## config.mk

```make
export PLATFORM = sky130hd
export DESIGN_NAME = sysctl_regbank
export DESIGN_NICKNAME = d
export VERILOG_FILES = /design/src/rtl/sysctl_pkg.sv /design/src/rtl/sysctl_lock.sv /design/src/rtl/sysctl_setclr.sv /design/src/rtl/sysctl_rstctl.sv /design/src/rtl/sysctl_regbank.sv
export SDC_FILE = /design/constraint.sdc
export NUM_CORES = 1
export LEC_CHECK = 0
export ABC_CLOCK_PERIOD_IN_PS = 2200
export CORE_ASPECT_RATIO = 0.75
export CORE_UTILIZATION = 35
export DETAILED_ROUTE_END_ITERATION = 12
export PLACE_DENSITY = 0.62
export SYNTH_ARGS = -nofsm -noshare
export SYNTH_HDL_FRONTEND = slang
export SYNTH_SLANG_ARGS = --single-unit
```

## constraint.sdc

```tcl
create_clock -name clk -period 2.2 [get_ports clk]
set_input_delay 0.44 -clock clk [delete_from_list [all_inputs] [get_ports clk]]
set_output_delay 0.44 -clock clk [all_outputs]
set_load 0.1 [all_outputs]
```

## src/rtl/sysctl_pkg.sv

```systemverilog
package sysctl_pkg;
  localparam int unsigned ADDR_W = 12;

  localparam logic [ADDR_W-1:0] OFS_ID    = 12'h000;
  localparam logic [ADDR_W-1:0] OFS_LED   = 12'h008;
  localparam logic [ADDR_W-1:0] OFS_KEY   = 12'h020;
  localparam logic [ADDR_W-1:0] OFS_FSET  = 12'h030;
  localparam logic [ADDR_W-1:0] OFS_FCLR  = 12'h034;
  localparam logic [ADDR_W-1:0] OFS_NVSET = 12'h038;
  localparam logic [ADDR_W-1:0] OFS_NVCLR = 12'h03C;
  localparam logic [ADDR_W-1:0] OFS_RCTL  = 12'h040;

  localparam logic [15:0] UNLOCK_KEY = 16'hA05F;

  typedef enum logic [1:0] {
    RST_NONE = 2'd0,
    RST_BIT8 = 2'd1,
    RST_BIT2 = 2'd2
  } rst_style_e;
endpackage

```

## src/rtl/sysctl_lock.sv

```systemverilog
module sysctl_lock #(
  parameter int unsigned DATA_W = 32
) (
  input  logic              clk,
  input  logic              rst_n,
  input  logic              wr_en,
  input  logic [DATA_W-1:0] wdata,
  output logic [15:0]       key_q,
  output logic              unlocked
);
  import sysctl_pkg::*;

  logic [15:0] key_d;
  logic        is_key;

  assign is_key = (wdata == DATA_W'(UNLOCK_KEY));

  always_comb begin
    key_d = key_q;
    if (wr_en) begin
      if (is_key) key_d = UNLOCK_KEY;
      else        key_d = {1'b0, wdata[14:0]};
    end
  end

  always_ff @(posedge clk or negedge rst_n) begin
    if (!rst_n) key_q <= '0;
    else        key_q <= key_d;
  end

  assign unlocked = (key_q == UNLOCK_KEY);


  key_bit15_chk: assert property (@(posedge clk) disable iff (!rst_n)
    (wr_en && wdata != DATA_W'(UNLOCK_KEY)) |=> !key_q[15]);

  key_unlocks_chk: assert property (@(posedge clk) disable iff (!rst_n)
    (wr_en && wdata == DATA_W'(UNLOCK_KEY)) |=> unlocked);
endmodule

```

## src/rtl/sysctl_setclr.sv

```systemverilog
module sysctl_setclr #(
  parameter int unsigned DATA_W = 32
) (
  input  logic              clk,
  input  logic              rst_n,
  input  logic              set_en,
  input  logic              clr_en,
  input  logic [DATA_W-1:0] wdata,
  output logic [DATA_W-1:0] q
);
  logic [DATA_W-1:0] d;

  always_comb begin
    d = q;
    if (set_en)      d = q | wdata;
    else if (clr_en) d = q & ~wdata;
  end

  always_ff @(posedge clk or negedge rst_n) begin
    if (!rst_n) q <= '0;
    else        q <= d;
  end


  set_bits_chk: assert property (@(posedge clk) disable iff (!rst_n)
    set_en |=> ((q & $past(wdata)) == $past(wdata)));

  clr_bits_chk: assert property (@(posedge clk) disable iff (!rst_n)
    (clr_en && !set_en) |=> ((q & $past(wdata)) == '0));
endmodule

```

## src/rtl/sysctl_rstctl.sv

```systemverilog
module sysctl_rstctl #(
  parameter int unsigned            DATA_W = 32,
  parameter sysctl_pkg::rst_style_e STYLE  = sysctl_pkg::RST_BIT8
) (
  input  logic              clk,
  input  logic              rst_n,
  input  logic              wr_en,
  input  logic              unlocked,
  input  logic [DATA_W-1:0] wdata,
  output logic [DATA_W-1:0] level_q,
  output logic              reset_req
);
  import sysctl_pkg::*;

  logic              accept;
  logic              trig;
  logic [DATA_W-1:0] level_d;
  logic              req_d;

  generate
    if (STYLE == RST_NONE) begin : g_none
      assign accept = 1'b0;
      assign trig   = 1'b0;
    end else begin : g_live
      localparam int unsigned TRIG_BIT = (STYLE == RST_BIT2) ? 2 : 8;
      assign accept = wr_en & unlocked;
      assign trig   = wdata[TRIG_BIT];
    end
  endgenerate

  always_comb begin
    level_d = level_q;
    req_d   = 1'b0;
    if (accept) begin
      level_d = wdata;
      req_d   = trig;
    end
  end

  always_ff @(posedge clk or negedge rst_n) begin
    if (!rst_n) begin
      level_q   <= '0;
      reset_req <= 1'b0;
    end else begin
      level_q   <= level_d;
      reset_req <= req_d;
    end
  end


  locked_wr_ignored_chk: assert property (@(posedge clk) disable iff (!rst_n)
    (wr_en && !unlocked) |=> $stable(level_q));

  req_cause_chk: assert property (@(posedge clk) disable iff (!rst_n)
    reset_req |-> $past(wr_en && unlocked));
endmodule

```

## src/rtl/sysctl_regbank.sv

```systemverilog
module sysctl_regbank #(
  parameter int unsigned            DATA_W    = 32,
  parameter logic [DATA_W-1:0]      ID_WORD   = 32'h0179_0A0B,
  parameter sysctl_pkg::rst_style_e RST_STYLE = sysctl_pkg::RST_BIT8
) (
  input  logic                          clk,
  input  logic                          rst_n,
  input  logic                          por_n,
  input  logic [sysctl_pkg::ADDR_W-1:0] bus_addr,
  input  logic                          bus_wr,
  input  logic                          bus_rd,
  input  logic [DATA_W-1:0]             bus_wdata,
  output logic [DATA_W-1:0]             bus_rdata,
  output logic                          bad_access,
  output logic                          reset_req
);
  import sysctl_pkg::*;

  logic              wr_led, wr_key, wr_fset, wr_fclr, wr_nvset, wr_nvclr, wr_rctl;
  logic [DATA_W-1:0] led_q, led_d;
  logic [15:0]       key_q;
  logic              unlocked;
  logic [DATA_W-1:0] flags_q, nvflags_q, level_q;
  logic [DATA_W-1:0] rd_val, rdata_d;
  logic              rd_miss, bad_d;

  assign wr_led   = bus_wr && bus_addr == OFS_LED;
  assign wr_key   = bus_wr && bus_addr == OFS_KEY;
  assign wr_fset  = bus_wr && bus_addr == OFS_FSET;
  assign wr_fclr  = bus_wr && bus_addr == OFS_FCLR;
  assign wr_nvset = bus_wr && bus_addr == OFS_NVSET;
  assign wr_nvclr = bus_wr && bus_addr == OFS_NVCLR;
  assign wr_rctl  = bus_wr && bus_addr == OFS_RCTL;

  sysctl_lock #(.DATA_W(DATA_W)) u_lock (
    .clk(clk), .rst_n(rst_n), .wr_en(wr_key), .wdata(bus_wdata),
    .key_q(key_q), .unlocked(unlocked)
  );

  sysctl_setclr #(.DATA_W(DATA_W)) u_flags (
    .clk(clk), .rst_n(rst_n), .set_en(wr_fset), .clr_en(wr_fclr),
    .wdata(bus_wdata), .q(flags_q)
  );

  sysctl_setclr #(.DATA_W(DATA_W)) u_nvflags (
    .clk(clk), .rst_n(por_n), .set_en(wr_nvset), .clr_en(wr_nvclr),
    .wdata(bus_wdata), .q(nvflags_q)
  );

  sysctl_rstctl #(.DATA_W(DATA_W), .STYLE(RST_STYLE)) u_rstctl (
    .clk(clk), .rst_n(rst_n), .wr_en(wr_rctl), .unlocked(unlocked),
    .wdata(bus_wdata), .level_q(level_q), .reset_req(reset_req)
  );

  always_comb begin
    led_d = led_q;
    if (wr_led) led_d = bus_wdata;
  end

  always_comb begin
    rd_val  = '0;
    rd_miss = 1'b0;
    case (bus_addr)
      OFS_ID:    rd_val = ID_WORD;
      OFS_LED:   rd_val = led_q;
      OFS_KEY:   rd_val = DATA_W'(key_q);
      OFS_FSET:  rd_val = flags_q;
      OFS_NVSET: rd_val = nvflags_q;
      OFS_RCTL:  rd_val = level_q;
      default:   rd_miss = 1'b1;
    endcase
  end

  always_comb begin
    rdata_d = bus_rdata;
    bad_d   = 1'b0;
    if (bus_rd) begin
      rdata_d = rd_val;
      bad_d   = rd_miss;
    end
  end

  always_ff @(posedge clk or negedge rst_n) begin
    if (!rst_n) begin
      led_q      <= '0;
      bus_rdata  <= '0;
      bad_access <= 1'b0;
    end else begin
      led_q      <= led_d;
      bus_rdata  <= rdata_d;
      bad_access <= bad_d;
    end
  end


  bad_zero_chk: assert property (@(posedge clk) disable iff (!rst_n)
    bad_access |-> (bus_rdata == '0 && $past(bus_rd)));

  id_read_chk: assert property (@(posedge clk) disable iff (!rst_n)
    (bus_rd && bus_addr == OFS_ID) |=> (bus_rdata == ID_WORD));
endmodule

```

[Word-level counts from Yosys, hierarchy flattened]
Index checks and enable logic that the tools add are counted.
Operators by class
  equal/unequal tests: 9
  mux-type cells: 9
  bitwise gates (word level): 6
  reductions and logical operators: 11
Operators with widths (number)
  case mux 32 bit (6 select lines): 1
  2-to-1 mux 32 bit: 4
  AND 32 bit: 2
  OR 32 bit: 2
  == test 12 x 6 -> 1 bit (second input constant): 5
  == test 32 x 16 -> 1 bit (second input constant): 1
  NOT 32 bit: 1
  == test 16 bit (second input constant): 1
  2-to-1 mux 16 bit: 1
  == test 12 x 4 -> 1 bit (second input constant): 1
  == test 12 x 7 -> 1 bit (second input constant): 1
  zero test 12 bit: 1
  logical AND 1 bit: 7
  OR reduction 6 bit: 1
  nonzero test 2 bit: 2
  2-to-1 mux 1 bit: 3
  AND 1 bit: 1
Word-level totals
  output and inout port bits: 34
  bits in registers: 178
  bits of input ports: 49
  logic and storage cells: 43

[Logic depth before layout (Yosys ltp)]
  depth after elaboration: 4
  mapped depth: 7
  gate-level depth less buffers: 4

[Modules after synthesis]
From an unflattened synthesis, not the netlist that was laid out.
Unflattened totals
  cells, all modules: 668
  area total of the unflattened synthesis: 8122.8 µm²
Modules (own cells, without submodules)
  sysctl_regbank: instances 1, cells an instance 341, area each 3554.7 µm², sequential area each 1626.6 µm²
  sysctl_setclr: instances 2, cells an instance 102, area each 1249.9 µm², sequential area each 800.8 µm²
  sysctl_rstctl: instances 1, cells an instance 70, area each 1337.5 µm², sequential area each 825.8 µm²
  sysctl_lock: instances 1, cells an instance 53, area each 730.7 µm², sequential area each 400.4 µm²

[Worst setup path before layout]
OpenSTA, ideal clock, no wires.
  path kind: in2reg
  start: in bus_addr[4] (netlist name)
  end: reg u_rstctl.level_q[3]
  slack: -92 ps
  library setup time: 125 ps
  required time: 2075 ps
  cell stages on the path: 6
  arrival: 2167 ps
  path buffers: 2
  cells stage by stage: buf_2 or4b_4 nor3_2 nor3b_4 buf_6 mux2_2
Between the ends
  longest elaborated chain between the ends: 3
Ends and longest elaborated chain
  from (decl): RTL line sysctl_regbank.sv:9  | input logic [sysctl_pkg::ADDR_W-1:0] bus_addr,
  == test 12 x 7 -> 1 bit: RTL line sysctl_regbank.sv:33  | assign wr_rctl = bus_wr && bus_addr == OFS_RCTL;
  logical AND 1 bit: RTL line sysctl_regbank.sv:33
  AND 1 bit: RTL line sysctl_rstctl.sv:26  | assign accept = wr_en & unlocked;
  to (signal assigned): RTL line sysctl_rstctl.sv:45  | level_q <= level_d;
  to (decl): RTL line sysctl_rstctl.sv:10  | output logic [DATA_W-1:0] level_q,
Every way passes these cells.
A chain may end at the register's enable or synchronous reset.

[Worst setup path after layout]
  start: in bus_addr[5] (netlist name)
  end: reg u_rstctl.level_q[3]
Same word-level chain as after synthesis.

==> reports/qor.csv <==
stage;metric;value;unit
synthesis;most frequently used flop master after synthesis;dfrtp_1;
detailed_routing;DR WL met3;1.22;mm
global_routing;overall fraction of global-route tracks in use;20.3;%
detailed_routing;routed length on met2;9.79;mm
worst_setup_path;launching element of the worst setup path;bus_addr[5];
synthesis;Cells after Synth;664;
detailed_routing;Vias;6237;
floorplan;number of placement rows;48;
synthesis;area of the mapped netlist;8180;sq um
synthesis;Synth warnings;0;
place;Final GP Congestion;0.836;
global_routing;pin count of the biggest net entering global routing;54;
synthesis;leading cell types by count after synthesis;dfrtp_1 (178), mux2_2 (82), nand2_1 (47), a21boi_0 (38), a22o_1 (34);
floorplan;floorplan die area;24000;sq um
clock_tree;register clock-pin slew on the reported worst setup and hold paths;0.06;ns
clock_tree;number of clock sinks;178;
final_layout;final non-filler cell total;1139;
power_and_ir_drop;leakage power;0.00517;uW
clock_tree;Bufs on Longest Clock Path;2;
detailed_routing;wire length reported by the detailed router;23.2;mm
final_layout;multi-input logic area;3600;sq um
synthesis;syn nets;713;
synthesis;post-synthesis sequential area ratio;54.5;%
power_and_ir_drop;power density cells;654;nW/um^2
global_routing;vias in the first global route;6162;
worst_setup_path;CP Capture Type;flop;
floorplan;number of primary I/O pins;83;
worst_setup_path;Critical Path Slowest Stage Cell;or4b_4;
timing;Post-Route Skew;0.00939;ns
worst_setup_path;CP max stage delay;0.56;ns
worst_setup_path;number of cells traversed by the worst register-to-register path;7;
clock_tree;number of H-tree levels;4;
detailed_routing;met1 routed wirelength after detailed routing;12.0;mm
final_layout;flip-flop and latch area;4450;sq um
worst_setup_path;Startpoint Class;primary input;
timing;unrepaired setup endpoints after global routing;yes;
final_layout;layout cells sized above 1;32.4;%
detailed_routing;routed via count divided by cell count;5.48;
detailed_routing;violation count after the first detailed-routing iteration;626;
clock_tree;Root Buffer Master;clkbuf_16;
worst_setup_path;arrival time worst endpoint;2.53;ns
place;cell total after placement;1101;
power_and_ir_drop;largest vdd supply drop;515;uV
final_layout;number of nets at the end of the flow;876;
floorplan;overall die width;178;um
timing;clock period minus worst slack;2.22;ns
place;IO Port Bufs;82;
synthesis;number of enable flip-flop cells after synthesis;0;
global_routing;number of antenna violations at the first check in global routing;0;
place;post-detailed-placement half-perimeter wirelength;15.3;mm
synthesis;cell type with the largest total area after synthesis;dfrtp_1;
global_routing;total gr overflow;0;
worst_setup_path;Worst EP required;2.51;ns
timing;fraction of the cycle the final worst path needs;101;%
synthesis;Seq cells post-synth;178;
timing;max-slew violation count;0;
timing;top achievable clock speed;450;MHz
worst_setup_path;Critical Path Stages;7;
timing;worst slew pin tran;0.595;ns
timing;final setup TNS;-0.160;ns
run_status;violations in the final reports;setup timing;
timing;max-slew headroom at the worst pin;59.9;%
detailed_routing;WL/cell;20.4;um
global_routing;wire length of the first global-routing pass;36.5;mm
synthesis;mean post-synth cell area;12.3;sq um
worst_setup_path;Worst Path Max Fanout;11;
clock_tree;TritonCTS clock tree;built;
clock_tree;number of clock buffers inserted by TritonCTS;17;
timing;count of final setup violators;10;
place;DP Worst Slack;-0.535;ns
synthesis;area share of the largest cell type after synthesis;54.5;%
final_layout;fillcell total;2083;
final_layout;Layout Area Growth over Synthesis;30.8;%
floorplan;Initial Util;35.6;%
worst_setup_path;sequence of cells on the critical path;clkdlybuf4s50_1 > or4b_4 > nor3_4 > nor3b_4 > buf_6 > buf_12 > mux2_2;
timing;final hold violations;0;
timing;final setup margin;-0.0202;ns
worst_setup_path;critical path class;primary input to flop;
final_layout;Util after Layout;46.6;%
synthesis;post-synthesis cell type count;55;
synthesis;asr flop ratio synth;100;%
worst_setup_path;startpoint of the worst register-to-register path;u_lock.key_q[14];
synthesis;biggest area contributors in the synthesized netlist;dfrtp_1 (54%), mux2_2 (11%), a22o_1 (3.6%), a21boi_0 (3.5%), a21o_1 (2.9%);
synthesis;most numerous cell in the Yosys netlist;dfrtp_1;
floorplan;Die Y;134;um
worst_setup_path;dominant delay contributor by cell family on the critical path;simple AND/OR/NAND/NOR gates;
min_path;classification of the worst-slack hold path;primary input to async pin;
job;total of max-cap violations;0;
final_layout;diode insertion count for antenna repair;0;
run_status;result of the run;complete, but fails checks;
floorplan;CORE AREA;22900;sq um
detailed_routing;final routed DRC violation total;0;
detailed_routing;iteration count of the initial detailed-routing pass;4;
worst_setup_path;buffers and inverters on the worst path;3;
detailed_routing;post-detailed-route count of antenna-violating nets;0;
detailed_routing;max layer used;met4;
clock_tree;clock network latency to the later pin of the worst-skew pair;0.43;ns
-- worst paths after layout --
path / end / slack, ns
max: u_rstctl.level_q[3] / -0.02
min: async pin / 0.37
max reg2reg: u_rstctl.level_q[3] / 0.02
min reg2reg: u_rstctl.level_q[13] / 0.49
max in group asynchronous: u_lock.key_q[3] / 1.01
min in group clk: bad_access / 0.49
-- cell type report --
type	count	area share, %
multi-input combinational	436	33.6
inverter	6	0.211
clock buffer	23	4.38
clock inverter	8	0.761
sequential	178	41.7
tap	300	3.51
timing repair buffer	188	15.8
-- cell usage in the layout, fill, tap and decap left out, types with 8 or more instances in the layout --
cell type / instances
buf_12: 12
nor2_1: 14
a21oi_1: 9
a21boi_0: 38
nor4_1: 8
buf_4: 121
a22oi_1: 23
dfrtp_1: 178
a222oi_1: 8
a22o_1: 34
a21o_1: 32
o22a_1: 13
mux2_1: 11
mux2_4: 12
clkbuf_16: 17
nand2_1: 47
o2bb2ai_1: 13
mux2i_1: 15
mux2_2: 74
o21ai_0: 15
clkdlybuf4s50_1: 43
-- power breakdown --
| group | internal, uW | total (uW) | switching, uW | leakage [uW] |
|---|---|---|---|---|
| clock | 1610 | 2860 | 1250 | 0.000251 |
| sequential | 3310 | 3340 | 27.9 | 0.00245 |
| combinational | 250 | 781 | 530 | 0.00247 |
| total | 5180 | 6990 | 1810 | 0.00517 |
-- cell families (layout without fill, tap and decap cells) --
kind of cell	count (synthesis)	count (layout)	share of synthesized area [%]
AND/OR/NAND/NOR	123	123	8.45
flip-flops	178	178	54.5
XOR/XNOR	1	1	0.107
AO/OA/AOI/OAI	200	200	18.9
multiplexers	112	112	15.2
buffers and inverters	50	225	2.82
-- worst reg2reg max path: cells and delay by family, from the launching register on --
kind / cells / cell delay (ns)
buffers and inverters: 3 / 0.46
AND/OR/NAND/NOR: 3 / 0.85
flip-flops: 1 / 0.41
multiplexers: 1 / 0.35
-- routing by layer --
layer,up-vias,track usage [%]
met5,-,0
met4,0,3.95
met3,20,4.25
met2,149,27.9
met1,3231,32.2
li1,2837,-
-- metrics by stage --
| step | area (sq um) | total power, uW | hold slack [ns] |
|---|---|---|---|
| after floorplan | 8210 | 3770 | 0.144 |
| after global placement | 9990 | 4180 | 0.392 |
| after detailed placement | 9990 | 4180 | 0.393 |
| after CTS | 10600 | 7060 | 0.374 |
| after global routing | 10700 | 7220 | 0.403 |
| final | 10700 | 6990 | 0.374 |
-- timing repair --
action	CTS	global route
hold endpoints to repair	36	0
resized for setup	7	19
buffers inserted	2	3
hold buffers	1	0
setup endpoints to repair	64	89
cloned	1	1
pin swaps	1	4
No activity file was read; power rests on OpenSTA's default activity.
